==> config.mk <==
export PLATFORM = sky130hd
export DESIGN_NAME = uart_fifo_ctrl
export DESIGN_NICKNAME = d
export VERILOG_FILES = /design/src/rtl/uart_fifo_pkg.sv /design/src/rtl/uart_sfifo.sv /design/src/rtl/uart_evt_flags.sv /design/src/rtl/uart_fifo_ctrl.sv
export SDC_FILE = /design/constraint.sdc
export NUM_CORES = 1
export LEC_CHECK = 0
export BUFFER_PORTS_ARGS = -buffer_cell sky130_fd_sc_hd__buf_2
export CORE_MARGIN = 2
export CORE_UTILIZATION = 40
export CTS_CLUSTER_DIAMETER = 30
export DETAILED_ROUTE_END_ITERATION = 6
export HOLD_SLACK_MARGIN = 0.02
export PLACE_DENSITY = 0.59
export SLEW_MARGIN = 20
export SYNTH_ARGS = -nofsm -noshare
export SYNTH_HDL_FRONTEND = slang
export SYNTH_SLANG_ARGS = --single-unit
==> constraint.sdc <==
create_clock -name clk -period 2.95 [get_ports clk]
set_input_delay 0.1475 -clock clk [delete_from_list [all_inputs] [get_ports clk]]
set_output_delay 0.1475 -clock clk [all_outputs]
set_load 0.03 [all_outputs]
==> src/rtl/uart_fifo_pkg.sv <==
package uart_fifo_pkg;
  localparam int ADDR_W = 2;
  localparam logic [ADDR_W-1:0] LOC_DATA = 2'd0;
  localparam logic [ADDR_W-1:0] LOC_CTRL = 2'd1;
  localparam logic [ADDR_W-1:0] LOC_STAT = 2'd2;

  // event flag order; also the bit position in status and enable fields
  localparam int EV_RXUND = 0;
  localparam int EV_TXOVF = 1;
  localparam int EV_RXOVF = 2;
  localparam int NUM_EV   = 3;

  localparam int CTL_FLUSH_BIT = 6;
  localparam int ST_RXEMP_BIT  = 6;
  localparam int ST_TXEMP_BIT  = 7;
endpackage

==> src/rtl/uart_sfifo.sv <==
module uart_sfifo #(
  parameter int W     = 8,
  parameter int DEPTH = 4
) (
  input  logic               clk,
  input  logic               rst_n,
  input  logic               flush,
  input  logic               push,
  input  logic [W-1:0]       din,
  input  logic               pop,
  output logic [W-1:0]       dout,
  output logic               empty,
  output logic               full,
  output logic               push_drop
);
  localparam int PW = (DEPTH > 1) ? $clog2(DEPTH) : 1;
  localparam int CW = $clog2(DEPTH + 1);
  localparam logic [CW-1:0] CNT_MAX = CW'(DEPTH);
  localparam logic [PW-1:0] PTR_MAX = PW'(DEPTH - 1);

  logic [W-1:0]  mem_q [DEPTH];
  logic [PW-1:0] rd_q, rd_d, wr_q, wr_d, wr_at;
  logic [CW-1:0] cnt_q, cnt_d;
  logic          do_push, do_pop;

  assign empty     = (cnt_q == '0);
  assign full      = (cnt_q == CNT_MAX);
  assign do_push   = push && (!full || flush);
  assign do_pop    = pop && !empty && !flush;
  assign push_drop = push && full && !flush;
  assign dout      = mem_q[rd_q];
  assign wr_at     = flush ? '0 : wr_q;

  function automatic logic [PW-1:0] nxt(input logic [PW-1:0] p);
    return (p == PTR_MAX) ? '0 : p + 1'b1;
  endfunction

  always_comb begin
    rd_d  = rd_q;
    wr_d  = wr_q;
    cnt_d = cnt_q;
    if (flush) begin
      rd_d  = '0;
      wr_d  = do_push ? nxt('0) : '0;
      cnt_d = do_push ? CW'(1) : '0;
    end else begin
      if (do_push) wr_d = nxt(wr_q);
      if (do_pop)  rd_d = nxt(rd_q);
      case ({do_push, do_pop})
        2'b10:   cnt_d = cnt_q + 1'b1;
        2'b01:   cnt_d = cnt_q - 1'b1;
        default: cnt_d = cnt_q;
      endcase
    end
  end

  always_ff @(posedge clk or negedge rst_n) begin
    if (!rst_n) begin
      rd_q  <= '0;
      wr_q  <= '0;
      cnt_q <= '0;
    end else begin
      rd_q  <= rd_d;
      wr_q  <= wr_d;
      cnt_q <= cnt_d;
    end
  end

  always_ff @(posedge clk) begin
    if (do_push) mem_q[wr_at] <= din;
  end

  AST_FULL_PUSH_HOLDS: assert property (@(posedge clk) disable iff (!rst_n)
    (push && full && !pop && !flush) |=> $stable(cnt_q));
  AST_EMPTY_POP_HOLDS: assert property (@(posedge clk) disable iff (!rst_n)
    (pop && empty && !push && !flush) |=> (cnt_q == '0));
  AST_FLUSH_EMPTIES: assert property (@(posedge clk) disable iff (!rst_n)
    flush |=> (cnt_q <= CW'(1)));
endmodule

==> src/rtl/uart_evt_flags.sv <==
module uart_evt_flags #(
  parameter int N = 3
) (
  input  logic         clk,
  input  logic         rst_n,
  input  logic [N-1:0] evt,
  input  logic [N-1:0] clr,
  input  logic [N-1:0] en,
  output logic [N-1:0] flag,
  output logic         irq
);
  logic [N-1:0] flag_d;
  logic         irq_d;

  for (genvar i = 0; i < N; i++) begin : g_flag
    always_comb begin
      flag_d[i] = flag[i];
      if (clr[i]) flag_d[i] = 1'b0;
      if (evt[i]) flag_d[i] = 1'b1;
    end

    AST_EVT_SETS: assert property (@(posedge clk) disable iff (!rst_n)
      evt[i] |=> flag[i]);
    AST_W1C_CLEARS: assert property (@(posedge clk) disable iff (!rst_n)
      (clr[i] && !evt[i]) |=> !flag[i]);
  end

  assign irq_d = |(flag & en);

  always_ff @(posedge clk or negedge rst_n) begin
    if (!rst_n) begin
      flag <= '0;
      irq  <= 1'b0;
    end else begin
      flag <= flag_d;
      irq  <= irq_d;
    end
  end

  AST_IRQ_FOLLOWS: assert property (@(posedge clk) disable iff (!rst_n)
    (|(flag & en)) |=> irq);
  AST_IRQ_QUIET: assert property (@(posedge clk) disable iff (!rst_n)
    !(|(flag & en)) |=> !irq);
endmodule

==> src/rtl/uart_fifo_ctrl.sv <==
module uart_fifo_ctrl
  import uart_fifo_pkg::*;
#(
  parameter int TX_DEPTH = 4,
  parameter int RX_DEPTH = 4
) (
  input  logic              clk,
  input  logic              rst_n,
  input  logic              reg_wr,
  input  logic              reg_rd,
  input  logic [ADDR_W-1:0] reg_addr,
  input  logic [7:0]        reg_wdata,
  output logic [7:0]        reg_rdata,
  output logic              tx_valid,
  output logic [7:0]        tx_char,
  input  logic              tx_done,
  input  logic              rx_in_valid,
  input  logic [7:0]        rx_in_char,
  output logic              irq
);
  logic wr_data, wr_ctrl, wr_stat, rd_data;
  logic rx_flush;
  logic [NUM_EV-1:0] en_q, en_d, evt, clr, flag;

  logic       txf_empty, txf_full, txf_drop, tx_load;
  logic [7:0] txf_dout;
  logic       tx_busy_q, tx_busy_d;
  logic [7:0] tx_hold_q;

  logic       rxf_empty, rxf_full, rxf_drop;
  logic [7:0] rxf_dout;
  logic       rx_hold_v_q;
  logic [7:0] rx_hold_q;

  logic       unused_wbits;
  assign unused_wbits = ^{reg_wdata[7], reg_wdata[5:3]};

  assign wr_data  = reg_wr && (reg_addr == LOC_DATA);
  assign wr_ctrl  = reg_wr && (reg_addr == LOC_CTRL);
  assign wr_stat  = reg_wr && (reg_addr == LOC_STAT);
  assign rd_data  = reg_rd && (reg_addr == LOC_DATA);
  assign rx_flush = wr_ctrl && reg_wdata[CTL_FLUSH_BIT];

  // transmit side
  uart_sfifo #(.W(8), .DEPTH(TX_DEPTH)) u_txf (
    .clk(clk), .rst_n(rst_n), .flush(1'b0),
    .push(wr_data), .din(reg_wdata),
    .pop(tx_load), .dout(txf_dout),
    .empty(txf_empty), .full(txf_full), .push_drop(txf_drop)
  );

  assign tx_load = !tx_busy_q && !txf_empty;

  always_comb begin
    tx_busy_d = tx_busy_q;
    if (tx_load)      tx_busy_d = 1'b1;
    else if (tx_done) tx_busy_d = 1'b0;
  end

  always_ff @(posedge clk or negedge rst_n) begin
    if (!rst_n) begin
      tx_busy_q <= 1'b0;
      tx_hold_q <= '0;
    end else begin
      tx_busy_q <= tx_busy_d;
      if (tx_load) tx_hold_q <= txf_dout;
    end
  end

  assign tx_valid = tx_busy_q;
  assign tx_char  = tx_hold_q;

  // receive side
  always_ff @(posedge clk or negedge rst_n) begin
    if (!rst_n) begin
      rx_hold_v_q <= 1'b0;
      rx_hold_q   <= '0;
    end else begin
      rx_hold_v_q <= rx_in_valid;
      if (rx_in_valid) rx_hold_q <= rx_in_char;
    end
  end

  uart_sfifo #(.W(8), .DEPTH(RX_DEPTH)) u_rxf (
    .clk(clk), .rst_n(rst_n), .flush(rx_flush),
    .push(rx_hold_v_q), .din(rx_hold_q),
    .pop(rd_data), .dout(rxf_dout),
    .empty(rxf_empty), .full(rxf_full), .push_drop(rxf_drop)
  );

  // control register
  always_comb begin
    en_d = en_q;
    if (wr_ctrl) en_d = reg_wdata[NUM_EV-1:0];
  end

  always_ff @(posedge clk or negedge rst_n) begin
    if (!rst_n) en_q <= '0;
    else        en_q <= en_d;
  end

  // events and interrupt
  always_comb begin
    evt           = '0;
    evt[EV_RXUND] = rd_data && rxf_empty;
    evt[EV_TXOVF] = txf_drop;
    evt[EV_RXOVF] = rxf_drop;
    clr           = wr_stat ? reg_wdata[NUM_EV-1:0] : '0;
  end

  uart_evt_flags #(.N(NUM_EV)) u_flags (
    .clk(clk), .rst_n(rst_n), .evt(evt), .clr(clr), .en(en_q),
    .flag(flag), .irq(irq)
  );

  // read mux
  always_comb begin
    reg_rdata = '0;
    case (reg_addr)
      LOC_DATA: reg_rdata = rxf_empty ? 8'h00 : rxf_dout;
      LOC_CTRL: reg_rdata[NUM_EV-1:0] = en_q;
      LOC_STAT: begin
        reg_rdata[ST_TXEMP_BIT]  = txf_empty;
        reg_rdata[ST_RXEMP_BIT]  = rxf_empty;
        reg_rdata[NUM_EV-1:0]    = flag;
      end
      default:  reg_rdata = '0;
    endcase
  end

  AST_UNDERFLOW_ZERO: assert property (@(posedge clk) disable iff (!rst_n)
    (rd_data && rxf_empty) |-> (reg_rdata == 8'h00));
  AST_TX_OVF_FLAGS: assert property (@(posedge clk) disable iff (!rst_n)
    (wr_data && txf_full) |=> flag[EV_TXOVF]);
  AST_RX_OVF_FLAGS: assert property (@(posedge clk) disable iff (!rst_n)
    (rx_hold_v_q && rxf_full && !rx_flush) |=> flag[EV_RXOVF]);
  AST_RESERVED_ZERO: assert property (@(posedge clk) disable iff (!rst_n)
    (reg_addr == LOC_STAT) |-> (reg_rdata[5:3] == 3'b000));
endmodule

==> summary.txt <==
Status
  – Outcome: finished, final reports clean

Route
  – Vias per inst: 5.087
  – Post-route DRC: 0
  – Final wirelength: 7580 um
  – Via Count: 2,396
  – TritonRoute pass-1 iters: 4
  – Drt wl/cell: 16.09 um
  – Antenna-violating nets left: 0
  – Starting DRT DRC Count: 161

STA
  – Slew HR: 0.3750
  – Period Utilization, post-route: 0.9279
  – Unrepaired setup endpoints after global routing: no
  – Final Skew: 0.01642 ns
  – Final TNS setup: 0 ns
  – Final min period: 2.737 ns
  – Final Setup Violations: 0
  – Final Max Tran Viols: 0
  – Fmax: 365.3 MHz
  – Hold Fails Final Rpt: 0
  – Worst Tran Pin Value: 0.9374 ns

GRT
  – Tot GR Track Use: 0.1444
  – Routing usage on met1: 0.1748
  – GR met3 Demand/Resource: 0.03874
  – M2 GR Usage: 0.2520
  – Pin count of the biggest net entering global routing: 40
  – First-pass GRT wire length: 12,480 um
  – Vias in the first global route: 2,413
  – Initial antenna violation count: 0
  – GRT Max-Usage Layer: met2
  – Total congestion overflow: 0

Floorplan
  – Vert. Die Dim: 107.9 um
  – Initial core utilization: 0.4147
  – Die width: 107.9 um
  – Core area: 10,420 um2
  – I/O pins: 42
  – Core Rows: 37
  – Die area: 11,640 um2

Logic synthesis
  – Syn_nets: 300
  – Synth unique cells: 47
  – Post-synth top area share: 0.4450
  – Post-synth top area cell: edfxtp_1
  – Synth Area per Inst: 16.24 um2
  – Post-synth EDFFs: 64
  – Post-synthesis sequential area ratio: 0.6709
  – Most common cell in the netlist: edfxtp_1
  – Top cells by count, synth: edfxtp_1 (64), dfrtp_1 (39), mux2_2 (21)
  – Post-Syn Instances: 266
  – Main synth FF type: edfxtp_1
  – Post-synthesis cell area: 4319 um2
  – Synth warn: 0
  – Synthesized flop and latch total: 103
  – Async SR Flop Fraction: 0.3786
  – Top cells by area, synth: edfxtp_1 (44%), dfrtp_1 (23%), mux4_2 (8.3%), mux2_2 (5.5%), ha_1 (2.6%)

Pwr
  – Worst VDD drop: 0.3301 mV
  – Power, Total: 4.255 mW
  – Leakage: 1.922 nW
  – Power Dens Cells: 845.0 nW/um2

Cells and area
  – Fillers: 921
  – Synth-to-layout area growth: 16.57%
  – Layout cell share with drive strength beyond 1: 0.3134
  – Diodes inserted: 0
  – Fin nets: 364
  – Final Non-Filler Cells: 471

Worst hold path
  – HP Class: in2reg

Critical path
  – Worst r2r src: u_rxf.cnt_q[0]
  – Crit Path Max Fanout: 10
  – Worst Setup EP: u_rxf.cnt_q[2]
  – R2R depth: 8
  – Startpoint types: flip-flop
  – Data arrival time of the critical path: 3.01 ns
  – Crit Path Category: reg2reg
  – Crit path from: u_rxf.cnt_q[0]
  – Internal reg-to-reg setup slack: 0.21 ns
  – Critical Path Sink Type: flip-flop
  – CP Data Required Time: 3.22 ns
  – Crit Reg-Reg Endpoint: u_rxf.cnt_q[2]

Placement
  – HPWL Detailed: 5196 um
  – IO buf count: 41
  – Routability cong.: 0.7902
  – Dpl cells: 440

Clocking
  – Post-CTS Setup Bufs: 0
  – CTS tree: done
  – CTS clk-pin slew, worst paths: 0.09 ns
  – Insertion delay to the later sink of the worst-skew pair: 0.37 ns
  – Hold Buf Count CTS: 15
  – # clock sinks: 103
  – Number of H-tree levels: 3
  – Clock Tree Root: clkbuf_8
  – Post-CTS sizing: 0
  – Buffer levels on the longest clock path: 2
  – CTS Buf Count: 9

Run
  – Maxcap violations: 0
state kept, by name, summed over array words and instances, names as in the netlist, 3 cells and up:
signal,flops
u_txf.cnt_q,3
rx_hold_q,8
tx_char,8
u_flags.flag,3
u_rxf.mem_q,32
u_rxf.cnt_q,3
u_txf.mem_q,32
en_q,3
report_power, final:
part           leakage, nW  total [mW]  switching, mW  internal [mW]
combinational        0.789        1.30          0.656          0.646
sequential            1.04        2.15          0.290           1.86
clock               0.0896       0.805          0.489          0.316
how the worst min path moves through the flow:
stage / depth (start not counted) / slack, ns / end / startpoint
after global routing: 1 / 0.02 / u_txf.mem_q[0][6] / reg_wdata[6]
after floorplan: 0 / -0.15 / en_q[0] / rst_n
after CTS: 1 / 0.02 / u_txf.mem_q[2][6] / reg_wdata[6]
after detailed placement: 2 / 0.33 / tx_valid / tx_done
final: 1 / 0.03 / u_txf.mem_q[2][6] / reg_wdata[6]
after global placement: 2 / 0.33 / tx_valid / tx_done
cell type report:
cell class / instances / area (um2) / area share
Timing Repair Buffer: 63 / 407.9 / 0.08101
Clock inverter: 7 / 53.80 / 0.01069
Multi-Input combinational cell: 145 / 1351 / 0.2684
Sequential cell: 103 / 2898 / 0.5755
Tap cell: 136 / 170.2 / 0.03380
Inverter: 8 / 30.03 / 0.005964
Clock buffer: 9 / 123.9 / 0.02460
per-stage QoR:
stage | hold slack, ns | setup WS, ns | utilization | instance area (um2)
floorplan | -0.1481 | 0.3817 | - | 4319
global placement | 0.3295 | 0.2684 | 0.4519 | 4707
detailed placement | 0.3321 | 0.2292 | 0.4519 | 4707
CTS | 0.02346 | 0.2039 | 0.4834 | 5035
global route | 0.02402 | 0.03547 | 0.4834 | 5035
finish | 0.03458 | 0.2128 | 0.4834 | 5035
worst max-delay path, stage by stage, from the launching register on:
cell and delay (ns):
dfrtp_1 0.44, or3b_1 0.48, o21ai_4 0.32, nand2_1 0.11
xnor2_1 0.14, ha_1 0.22, or4_1 0.52, mux2_2 0.28
o31ai_2 0.16
placed cells by master, fill, tap and decap left out, types with 5 or more instances in the layout:
| cell | instances |
|---|---|
| dfrtp_1 | 39 |
| nor2_1 | 16 |
| clkbuf_8 | 9 |
| inv_1 | 7 |
| mux4_2 | 16 |
| nand2_1 | 15 |
| nor2b_1 | 5 |
| buf_4 | 7 |
| ha_1 | 9 |
| mux2_2 | 21 |
| buf_2 | 41 |
| o21ai_1 | 7 |
| edfxtp_1 | 64 |
| dlygate4sd3_1 | 15 |
cells by family (layout without fill, tap and decap cells):
| group | after synthesis | in the layout | synth area share |
|---|---|---|---|
| flip-flops | 103 | 103 | 0.6709 |
| multiplexers | 43 | 43 | 0.1530 |
| AO/OA/AOI/OAI | 28 | 28 | 0.04751 |
| buffers and inverters | 18 | 87 | 0.01622 |
| XOR/XNOR | 5 | 5 | 0.01014 |
| AND/OR/NAND/NOR | 59 | 59 | 0.07156 |
| adder cells (fa/ha/maj) | 10 | 10 | 0.03071 |
routing by layer:
metal | share of wire | up-vias
met5 | 0 | -
met4 | 0.0086 | 0
met3 | 0.031 | 7
met2 | 0.52 | 38
met1 | 0.44 | 1214
li1 | - | 1137
Power figures use the tool's default switching activity.
